--- src/rtl/usbrx_pkg.sv ---
package usbrx_pkg;

    typedef enum logic [1:0] {
        SYM_SE0 = 2'b00,
        SYM_J   = 2'b01,
        SYM_K   = 2'b10,
        SYM_SE1 = 2'b11
    } sym_t;

    typedef enum logic [1:0] {
        ST_IDLE,
        ST_DATA,
        ST_EOP,
        ST_WAIT
    } rx_state_t;

    typedef struct packed {
        logic sop;
        logic eop;
        logic eop_err;
        logic bit_valid;
        logic bit_data;
    } rx_evt_t;

    localparam int          OPEN_LEN   = 16;
    localparam logic [15:0] PRE_OPEN   = 16'b0000_0001_0011_1100;

    // Line pair to symbol; swap_jk selects plain low-speed polarity.
    function automatic sym_t line_to_sym(input logic dp_i, input logic dm_i,
                                         input logic swap_jk);
        sym_t s;
        case ({dp_i, dm_i})
            2'b00:   s = SYM_SE0;
            2'b11:   s = SYM_SE1;
            2'b10:   s = swap_jk ? SYM_K : SYM_J;
            default: s = swap_jk ? SYM_J : SYM_K;
        endcase
        return s;
    endfunction

endpackage

--- src/rtl/usbrx_line_sym.sv ---
module usbrx_line_sym
    import usbrx_pkg::*;
(
    input  logic clk,
    input  logic rst,
    input  logic dp,
    input  logic dm,
    input  logic swap_jk,
    output sym_t sym,
    output sym_t edge_sym,
    output logic jk_edge
);

    sym_t sym_q, sym_d1, edge_q;

    always_ff @(posedge clk) begin
        if (rst) begin
            sym_q  <= SYM_J;
            sym_d1 <= SYM_J;
            edge_q <= SYM_J;
        end else begin
            sym_q  <= line_to_sym(dp, dm, swap_jk);
            sym_d1 <= sym_q;
            if (sym_q != sym_d1)
                edge_q <= sym_q;
        end
    end

    assign sym      = sym_q;
    assign edge_sym = edge_q;
    assign jk_edge  = (sym_d1 == SYM_J) && (sym_q == SYM_K);

    AST_EDGE_CAPTURE: assert property (@(posedge clk) disable iff (rst)
        (sym_q != sym_d1) |=> (edge_q == $past(sym_q)));

endmodule

--- src/rtl/usbrx_bit_timer.sv ---
module usbrx_bit_timer #(
    parameter int FS_OVS = 16,
    parameter int LS_OVS = 128,
    parameter int FRAC   = 10,
    parameter int PW     = 19,
    localparam int PIW   = PW - FRAC
) (
    input  logic           clk,
    input  logic           rst,
    input  logic           start,
    input  logic           ls_rate,
    input  logic           run,
    input  logic           adj_en,
    input  logic           adj_later,
    output logic           sample,
    output logic [PIW-1:0] period_int
);

    localparam logic [PW-1:0] ONE    = PW'(1) << FRAC;
    localparam logic [PW-1:0] NOM_FS = PW'(FS_OVS) << FRAC;
    localparam logic [PW-1:0] NOM_LS = PW'(LS_OVS) << FRAC;

    logic [PW-1:0] period_q, remain_q;
    logic [PW-1:0] nominal, step, shift, period_n, reload;

    always_comb begin
        nominal  = ls_rate ? NOM_LS : NOM_FS;
        step     = period_q >> 10;                       // about 0.1 %
        shift    = (period_q >> 7) + (period_q >> 9);    // about 1 %
        sample   = run && !start && (remain_q[PW-1:FRAC] == '0);
        period_n = period_q;
        if (adj_en)
            period_n = adj_later ? period_q + step : period_q - step;
        reload = remain_q + period_n - ONE;
        if (adj_en)
            reload = adj_later ? reload + shift : reload - shift;
    end

    always_ff @(posedge clk) begin
        if (rst) begin
            period_q <= NOM_FS;
            remain_q <= '0;
        end else if (start) begin
            period_q <= nominal;
            remain_q <= nominal >> 1;
        end else if (run) begin
            if (sample) begin
                period_q <= period_n;
                remain_q <= reload;
            end else begin
                remain_q <= remain_q - ONE;
            end
        end
    end

    assign period_int = period_q[PW-1:FRAC];

    AST_SAMPLE_GAP: assert property (@(posedge clk) disable iff (rst)
        sample |=> !sample);
    AST_TRIM_LONGER: assert property (@(posedge clk) disable iff (rst)
        (sample && adj_en && adj_later) |=> (period_q > $past(period_q)));
    AST_TRIM_SHORTER: assert property (@(posedge clk) disable iff (rst)
        (sample && adj_en && !adj_later) |=> (period_q < $past(period_q)));
    AST_START_NOMINAL: assert property (@(posedge clk) disable iff (rst)
        start |=> (period_q == (ls_rate ? NOM_LS : NOM_FS)) || $past(ls_rate) != ls_rate);

endmodule

--- src/rtl/usbrx_ctrl.sv ---
module usbrx_ctrl
    import usbrx_pkg::*;
#(
    parameter int PIW = 9
) (
    input  logic           clk,
    input  logic           rst,
    input  sym_t           sym,
    input  sym_t           edge_sym,
    input  logic           jk_edge,
    input  logic           sample,
    input  logic [PIW-1:0] period_int,
    output logic           start,
    output logic           run,
    output logic           adj_en,
    output logic           adj_later,
    output logic           pre_mode,
    output rx_evt_t        evt
);

    localparam int CNT_W = $clog2(OPEN_LEN + 1);

    rx_state_t          st_q;
    sym_t               prev_q;
    logic [OPEN_LEN-1:0] hist_q, hist_n;
    logic [CNT_W-1:0]   cnt_q;
    logic [PIW-1:0]     jcnt_q;
    logic               pre_q;
    logic               nrzi;
    rx_evt_t            evt_q;

    always_comb begin
        nrzi      = (sym == prev_q);
        hist_n    = {hist_q[OPEN_LEN-2:0], nrzi};
        start     = (st_q == ST_IDLE) && jk_edge;
        run       = (st_q == ST_DATA) || (st_q == ST_EOP);
        adj_en    = sample && (st_q == ST_DATA) && !nrzi &&
                    (sym != SYM_SE0) &&
                    ((edge_sym == SYM_J) || (edge_sym == SYM_K));
        adj_later = (edge_sym != sym);
    end

    always_ff @(posedge clk) begin
        if (rst) begin
            st_q   <= ST_IDLE;
            prev_q <= SYM_J;
            hist_q <= '0;
            cnt_q  <= '0;
            jcnt_q <= '0;
            pre_q  <= 1'b0;
            evt_q  <= '0;
        end else begin
            evt_q <= '0;
            unique case (st_q)
                ST_IDLE: begin
                    jcnt_q <= '0;
                    if (jk_edge) begin
                        evt_q.sop <= 1'b1;
                        st_q      <= ST_DATA;
                        prev_q    <= SYM_J;
                        hist_q    <= '0;
                        cnt_q     <= '0;
                    end
                end
                ST_DATA: begin
                    if (sample) begin
                        prev_q <= sym;
                        if (sym == SYM_SE0) begin
                            st_q <= ST_EOP;
                        end else begin
                            evt_q.bit_valid <= 1'b1;
                            evt_q.bit_data  <= nrzi;
                            if (cnt_q < CNT_W'(OPEN_LEN)) begin
                                hist_q <= hist_n;
                                cnt_q  <= cnt_q + 1'b1;
                                if (cnt_q == CNT_W'(OPEN_LEN - 1) && hist_n == PRE_OPEN) begin
                                    evt_q.eop <= 1'b1;
                                    st_q      <= ST_IDLE;
                                    pre_q     <= 1'b1;
                                    prev_q    <= SYM_J;
                                end
                            end
                        end
                    end
                end
                ST_EOP: begin
                    jcnt_q <= '0;
                    if (sample) begin
                        prev_q <= sym;
                        if (sym == SYM_J) begin
                            evt_q.eop <= 1'b1;
                            st_q      <= ST_WAIT;
                        end else if (sym != SYM_SE0) begin
                            evt_q.eop_err <= 1'b1;
                            st_q          <= ST_WAIT;
                        end
                    end
                end
                ST_WAIT: begin
                    if (sym == SYM_J) begin
                        if (({1'b0, jcnt_q} + (PIW+1)'(1)) >= {1'b0, period_int}) begin
                            st_q   <= ST_IDLE;
                            jcnt_q <= '0;
                        end else begin
                            jcnt_q <= jcnt_q + 1'b1;
                        end
                    end else begin
                        jcnt_q <= '0;
                    end
                end
                default: st_q <= ST_IDLE;
            endcase
        end
    end

    assign pre_mode = pre_q;
    assign evt      = evt_q;

    AST_SOP_FROM_IDLE: assert property (@(posedge clk) disable iff (rst)
        evt_q.sop |-> $past(st_q == ST_IDLE));
    AST_EVENT_EXCL: assert property (@(posedge clk) disable iff (rst)
        $onehot0({evt_q.sop, evt_q.eop, evt_q.eop_err}));
    AST_ERR_TO_WAIT: assert property (@(posedge clk) disable iff (rst)
        evt_q.eop_err |-> (st_q == ST_WAIT));
    AST_EOP_TARGET: assert property (@(posedge clk) disable iff (rst)
        evt_q.eop |-> ((st_q == ST_WAIT) || (st_q == ST_IDLE && pre_q)));
    AST_PRE_STICKY: assert property (@(posedge clk) disable iff (rst)
        $past(pre_q) |-> pre_q);
    AST_BIT_ONLY_DATA: assert property (@(posedge clk) disable iff (rst)
        evt_q.bit_valid |-> $past(st_q == ST_DATA));

endmodule

--- src/rtl/usb_line_rx.sv ---
module usb_line_rx
    import usbrx_pkg::*;
#(
    parameter int FS_OVS   = 16,
    parameter int LS_RATIO = 8,
    parameter int FRAC     = 10
) (
    input  logic clk,
    input  logic rst,
    input  logic low_speed,
    input  logic dp,
    input  logic dm,
    output logic bit_valid,
    output logic bit_data,
    output logic sop,
    output logic eop,
    output logic eop_err,
    output logic pre_mode
);

    localparam int LS_OVS = FS_OVS * LS_RATIO;
    localparam int PW     = $clog2(LS_OVS * 2) + FRAC + 1;
    localparam int PIW    = PW - FRAC;

    sym_t           sym, edge_sym;
    logic           jk_edge, start, run, adj_en, adj_later, sample;
    logic           pre_q;
    logic [PIW-1:0] period_int;
    rx_evt_t        evt;

    usbrx_line_sym i_line_sym (
        .clk      (clk),
        .rst      (rst),
        .dp       (dp),
        .dm       (dm),
        .swap_jk  (low_speed && !pre_q),
        .sym      (sym),
        .edge_sym (edge_sym),
        .jk_edge  (jk_edge)
    );

    usbrx_bit_timer #(
        .FS_OVS (FS_OVS),
        .LS_OVS (LS_OVS),
        .FRAC   (FRAC),
        .PW     (PW)
    ) i_bit_timer (
        .clk        (clk),
        .rst        (rst),
        .start      (start),
        .ls_rate    (low_speed || pre_q),
        .run        (run),
        .adj_en     (adj_en),
        .adj_later  (adj_later),
        .sample     (sample),
        .period_int (period_int)
    );

    usbrx_ctrl #(
        .PIW (PIW)
    ) i_ctrl (
        .clk        (clk),
        .rst        (rst),
        .sym        (sym),
        .edge_sym   (edge_sym),
        .jk_edge    (jk_edge),
        .sample     (sample),
        .period_int (period_int),
        .start      (start),
        .run        (run),
        .adj_en     (adj_en),
        .adj_later  (adj_later),
        .pre_mode   (pre_q),
        .evt        (evt)
    );

    assign bit_valid = evt.bit_valid;
    assign bit_data  = evt.bit_data;
    assign sop       = evt.sop;
    assign eop       = evt.eop;
    assign eop_err   = evt.eop_err;
    assign pre_mode  = pre_q;

endmodule

--- config.mk ---
export PLATFORM = sky130hd
export DESIGN_NAME = usb_line_rx
export DESIGN_NICKNAME = d
export VERILOG_FILES = /design/src/rtl/usbrx_pkg.sv /design/src/rtl/usbrx_line_sym.sv /design/src/rtl/usbrx_bit_timer.sv /design/src/rtl/usbrx_ctrl.sv /design/src/rtl/usb_line_rx.sv
export SDC_FILE = /design/constraint.sdc
export NUM_CORES = 1
export LEC_CHECK = 0
export BUFFER_PORTS_ARGS = -buffer_cell sky130_fd_sc_hd__buf_2
export CORE_MARGIN = 3
export CORE_UTILIZATION = 35
export CTS_CLUSTER_DIAMETER = 50
export DETAILED_ROUTE_END_ITERATION = 10
export HOLD_SLACK_MARGIN = 0.12
export PLACE_DENSITY = 0.5
export SYNTH_ARGS = -nofsm -noshare
export SYNTH_HDL_FRONTEND = slang
export SYNTH_SLANG_ARGS = --single-unit
--- constraint.sdc ---
create_clock -name clk -period 9.2 [get_ports clk]
set_clock_uncertainty 0.05 [all_clocks]
set_input_delay 1.38 -clock clk [delete_from_list [all_inputs] [get_ports clk]]
set_output_delay 1.38 -clock clk [all_outputs]
set_load 0.01 [all_outputs]
# Word-level counts from Yosys, hierarchy flattened

Cells that the tools add are included.
Widths: inputs -> output; s select.

Word-level logic and storage cells: 152
Output and inout port bits: 6
Register bits: 83

Bitwise operators: 5
Reduce and logical (&&, ||, !) cells: 37
Order comparisons: 2
Equality and inequality tests: 25
Add/subtract/negate cells: 11
Muxes and demuxes: 55

Operator list:

| operator               | number |
|---|---|
| $mux 19                | 8 |
| $mux 15                | 4 |
| $mux 18                | 3 |
| $add 19x19->19         | 2 |
| $mux 2                 | 19 |
| $sub 19x11->19 const B | 2 |
| $pmux 15 s2            | 1 |
| $mux 5                 | 4 |
| $add 19x9->19          | 1 |
| $sub 19x19->19         | 1 |
| $sub 19x9->19          | 1 |
| $mux 9                 | 2 |
| $pmux 9 s2             | 1 |
| $eq 16x9->1 const B    | 1 |
| $add 12x10->13         | 1 |
| $eq 2x2->1 const B     | 6 |
| $pmux 2 s3             | 2 |
| $add 9x1->10 const B   | 1 |
| $ge 10x9->1            | 1 |
| $logic_and 1x1->1      | 10 |
| $ne 2x1->1 const B     | 5 |
| $pmux 5 s2             | 1 |
| $reduce_and 5->1       | 2 |
| $reduce_bool 2->1      | 5 |
| other kinds (24)       | 51 |

# Longest topological paths before layout

Depth in word-level cells: 19
Depth in mapped cells: 35
Gate-level depth less buffers: 35

# Modules after synthesis

From an unflattened synthesis, not the netlist that was laid out.

Cell total of the unflattened synthesis: 1030
Area total of the unflattened synthesis: 8150.3 um^2

Modules (own cells, without submodules):

| module          | cells an instance | seq. area each (um^2) | area an instance (um^2) | instances |
|---|---|---|---|---|
| usbrx_bit_timer | 765               | 760.7                 | 5853.1                  | 1 |
| usbrx_ctrl      | 240               | 780.7                 | 2047.0                  | 1 |
| usbrx_line_sym  | 23                | 120.1                 | 237.7                   | 1 |
| usb_line_rx     | 2                 | 0.0                   | 12.5                    | 1 |

# Least setup slack after synthesis

No wires, ideal clock.

Kind: register to register
Start point: register with a tool-made name
End point: register i_bit_timer.remain_q[18]
Arrival time: 6584 ps
Stages on the path, launching flop included: 33
Setup time: 59 ps
Period minus slack after synthesis: 6693 ps
Path slack: 2507 ps
Path through: dfxtp_1 -> inv_1 -> ha_1 -> clkbuf_1 -> o21ai_0 -> nor3_1 -> nand2_1 -> clkbuf_1 -> clkbuf_1 -> nand2_1 -> nand2_1 -> ha_1 -> ha_1 -> inv_1 -> fa_1 -> nor2b_1 -> o21ai_0 -> a21boi_0 -> o21a_1 -> o21a_1 -> o21ai_0 -> a2111o_1 -> o211ai_1 -> ha_1 -> a21oi_1 -> nand2_1 -> a211oi_1 -> o221ai_1 -> a41oi_1 -> a21oi_1 -> a32oi_1 -> mux2i_1 -> and3_1

RTL lines:

| element              | line                  | RTL |
|---|---|---|
| end signal, assigned | usbrx_bit_timer.sv:45 | `remain_q <= nominal >> 1;` |
| end signal, assigned | usbrx_bit_timer.sv:49 | `remain_q <= reload;` |
| end signal, assigned | usbrx_bit_timer.sv:51 | `remain_q <= remain_q - ONE;` |
| end, declared        | usbrx_bit_timer.sv:23 | `logic [PW-1:0] period_q, remain_q;` |

# Worst setup path in the final report

Start point: register i_line_sym.sym_q[0], in the netlist i_line_sym.sym[0]
End point: register i_bit_timer.remain_q[18]

Cells in the longest elaborated chain, start to end: 17

Ends and longest elaborated chain:

| element                                                 | line                  | RTL |
|---|---|---|
| start, declared                                         | usbrx_line_sym.sv:14  | `sym_t sym_q, sym_d1, edge_q;` |
| start signal, assigned                                  | usbrx_line_sym.sv:22  | `sym_q <= line_to_sym(dp, dm, swap_jk);` |
| $eq 2x2->1                                              | usbrx_line_sym.sv:31  | `assign jk_edge = (sym_d1 == SYM_J) && (sym_q == SYM_K);` |
| $logic_and 1x1->1                                       | usbrx_line_sym.sv:31  |  |
| $logic_and 1x1->1                                       | usbrx_ctrl.sv:35      | `start = (st_q == ST_IDLE) && jk_edge;` |
| $logic_not 1->1                                         | usbrx_bit_timer.sv:30 | `sample = run && !start && (remain_q[PW-1:FRAC] == '0);` |
| $logic_and 1x1->1 (2 in a row)                          | usbrx_bit_timer.sv:30 |  |
| $logic_and 1x1->1 (3 in a row)                          | usbrx_ctrl.sv:37      | `adj_en = sample && (st_q == ST_DATA) && !nrzi &&` |
| $logic_and 1x1->1                                       | usbrx_ctrl.sv:38      | `(sym != SYM_SE0) &&` |
| $mux 19                                                 | usbrx_bit_timer.sv:32 | `if (adj_en)` |
| $add 19x19->19                                          | usbrx_bit_timer.sv:34 | `reload = remain_q + period_n - ONE;` |
| $sub 19x11->19                                          | usbrx_bit_timer.sv:34 |  |
| $sub 19x19->19 / $add 19x19->19 (equally long branches) | usbrx_bit_timer.sv:36 | `reload = adj_later ? reload + shift : reload - shift;` |
| $mux 19                                                 | usbrx_bit_timer.sv:36 |  |
| $mux 19                                                 | usbrx_bit_timer.sv:35 | `if (adj_en)` |
| $mux 19                                                 | usbrx_bit_timer.sv:47 | `if (sample) begin` |

Several ways; a longest one is shown, not always the timed one.
A chain may end at the register's enable or synchronous reset.

==> results.ini <==
[outcome]
status=completed

[critical_path]
crit_fanout=14
slowest_stage=dfxtp_1
reg2reg_depth=32
critPathTopFamily=compound AO/OA/AOI/OAI gates
cp.depth=32
crit_end=i_bit_timer.remain_q[18]
path_buf_inv=3
rrSetupSlack_ns=1.58
startpoint_type=flop
r2r_start=i_line_sym.sym[0]
r2r_end=i_bit_timer.remain_q[18]
crit_start=i_line_sym.sym[0]
critPathArrivalTime_ns=7.86
cp.required_ns=9.45
crit_type=flop to flop
critPathMaxStageDelay_ns=0.62
endpoint_kind=flop

[clocking]
htreeDepth=3
cts_hold_buf=0
cts_buffer_depth=2
cts_tree=yes
post_cts_buffers=0
clk_pin_slew_ns=0.07
cts_resized=0
clock_latency_ns=0.36
cts_buffers=9
cts.sinks=83
root_buffer=clkbuf_16

[floorplan]
rows=55
io_pins=11
initial_utilization=0.357
die_area_um2=25000
die_y_um=158
core_um2=22700
die_w_um=158

[global_routing]
antenna_found_initial=0
track_usage=0.189
grt_pass1_vias=6976
grt_max_degree=42
grt_pass1_wl_um=37600
globalRouteOverflowTotal=0

[timing]
timing.final.crit_share=0.828
report.final.setup_viol=0
max_freq_ghz=0.131
hold_violations=0
worst-slew-pin-transition_ns=1.07
rsz0062_at_grt=no
fin_ws_ns=1.58
setup_tns_ns=0
report.final.slew_viol_count=0
holdWs_ns=0.432
fin_crit_ns=7.62
slew_headroom=0.280

[synthesis]
synth_xor_area_frac=0.0855
synth_top_area_cell=dfxtp_1
ys_dominant_reg_cell=dfxtp_1
synth_fp_nets=1178
synth_compound_area_frac=0.244
synth_top_area_share=0.205
ys_types=72
synth_area_per_cell_um2=7.62
synth_mux_area_frac=0.0309
synth_simple_gate_area_frac=0.206
synth_warnings=0
synth_area_um2=8100
synth_top_family_by_area=compound AO/OA/AOI/OAI gates
synth_edf_count=0
synth_seq_cells=83
netlist_instances=1063
synth.most_common_cell=nor2_1
synthAdderAreaFrac=0.174
yosys-top-cells-area=dfxtp_1 (21%), ha_1 (16%), xnor2_1 (5.2%), a21oi_1 (5.1%), nor2_1 (5.1%)
ys_seq_area_frac=0.205
async_flop_share=0
synth_commonest_cells=nor2_1 (109), ha_1 (106), a21oi_1 (83), dfxtp_1 (83), nand2_1 (79)

[layout]
multi_input_area_um2=5990
drive_gt1_frac=0.0528
seq_area_um2=1660
area_delta_synth_final_pct=7.80
antenna_cells=0
final_nets=1171
nFillCells=2428

[power]
p_sw_mw=0.578
p_comb_frac=0.465
p_leak_nw=3.90
powerDensity_nw_per_um2=161
total_power_mw=1.41
p_clk_frac=0.258
switching_share=0.411
seqPwrFrac=0.276
ir_drop_mv=0.102
internal-power_mw=0.830

[job]
cap_violations=0

[detailed_routing]
drt-initial-drc-count=627
ant_nets=0
routed_wl_um=23200
vias_per_cell=5.58
drc=0
vias=7512
drt_pass1_iterations=5
routedWlPerCell_um=17.3

[min_path]
hp-class=flop to flop
hold_start=i_bit_timer.remain_q[2]

[place]
hpwlAfterDp_um=17900
portBuffers=10
place_congestion=0.869
dpl_worst_slack_ns=1.61

worst reg2reg max path, delay by kind of cell (launching register included):
family	cells	cell delay (ns)
AOI/OAI and AO/OA	15	3.87
adders and majority gates	4	1.23
and+or+nand+nor	7	0.87
DFF	1	0.62
buffers and inverters	3	0.35
xor gates and xnor gates	2	0.35
muxes	1	0.21
metrics by stage:
stage          cells   util  cell area, um^2
5_1_grt         1346  0.384             8730
3_5_place_dp    1330  0.372             8440
6_report        1346  0.384             8730
3_3_place_gp    1330  0.372             8440
4_1_cts         1346  0.384             8730
2_1_floorplan   1063      -             8100
how the worst min path moves through the flow:
stage	end	slack, ns	cells past startpoint
6_report	i_bit_timer.remain_q[2]	0.43	2
5_1_grt	i_bit_timer.remain_q[3]	0.45	2
4_1_cts	i_bit_timer.remain_q[6]	0.43	1
3_5_place_dp	i_bit_timer.remain_q[6]	0.42	1
3_3_place_gp	i_bit_timer.remain_q[6]	0.40	1
2_1_floorplan	i_bit_timer.remain_q[6]	0.39	1
layout make-up:
class	instances	share of cell area
clock buffers	11	0.0290
clock inverters	5	0.00430
inverters	70	0.0301
repair buffers	25	0.0186
multi-input cells	867	0.687
well taps	285	0.0409
flip-flops and latches	83	0.190
cell usage in the layout (no fill, tap or decap), types with 4 or more instances in the layout:
cell       netlist  layout
dfxtp_1         83      83
mux2i_1         25      25
inv_1           69      69
or3_1            9       9
a311oi_1        10      10
nor4_1          12      12
a21o_1          25      25
a31oi_1         20      20
a21oi_1         83      83
o21ai_0         61      61
o21bai_1        12      12
a32oi_1          4       4
o31ai_1          8       8
buf_4            1      15
or2_2            6       6
nor3_1          40      40
fa_1             4       4
o21a_1           7       7
nor2b_1          5       5
nand2_1         79      79
a22o_1          10      10
nand4_1          9       9
a22oi_1          4       4
and3_1          18      18
buf_2            2      10
a21boi_0         4       4
xnor2_1         48      48
a211oi_1        13      13
ha_1           106     106
nor2_1         109     109
nand2b_1        15      15
clkbuf_16        0       9
xor2_1          31      31
o211ai_1         6       6
nand3_1         31      31
layer usage:
metal  GRT usage  vias to the layer above  wire length, um
li1            -                     3844                -
met5           0                        -                0
met3      0.0243                       28              808
met4      0.0488                        0              396
met1       0.278                     3505            11900
met2       0.292                      135            10100
flip-flops by register name, indices dropped and copies added (netlist names), named ones only:
signal                flops
i_bit_timer.period_q     19
i_bit_timer.remain_q     19
i_ctrl.cnt_q              5
i_ctrl.evt                5
i_ctrl.hist_q            15
i_ctrl.jcnt_q             9
i_ctrl.pre_mode           1
i_ctrl.prev_q             2
i_ctrl.st_q               1
i_line_sym.edge_sym       2
i_line_sym.sym            2
i_line_sym.sym_d1         2
logic make-up after synthesis:
kind of cell,after synthesis
AND/OR/NAND/NOR,351
AO/OA/AOI/OAI,302
buffers and inverters,113
adder cells (fa/ha/maj),110
flip-flops,83
XOR/XNOR,79
multiplexers,25
power groups by stage:
stage | Sequential, mW | Combinational (mW) | Clock [mW]
floorplan | 0.390 | 0.509 | 0
global placement | 0.397 | 0.651 | 0
detailed placement | 0.397 | 0.645 | 0
CTS | 0.388 | 0.651 | 0.377
global route | 0.391 | 0.736 | 0.387
finish | 0.389 | 0.655 | 0.364
No activity file was read; power rests on OpenSTA's default activity.
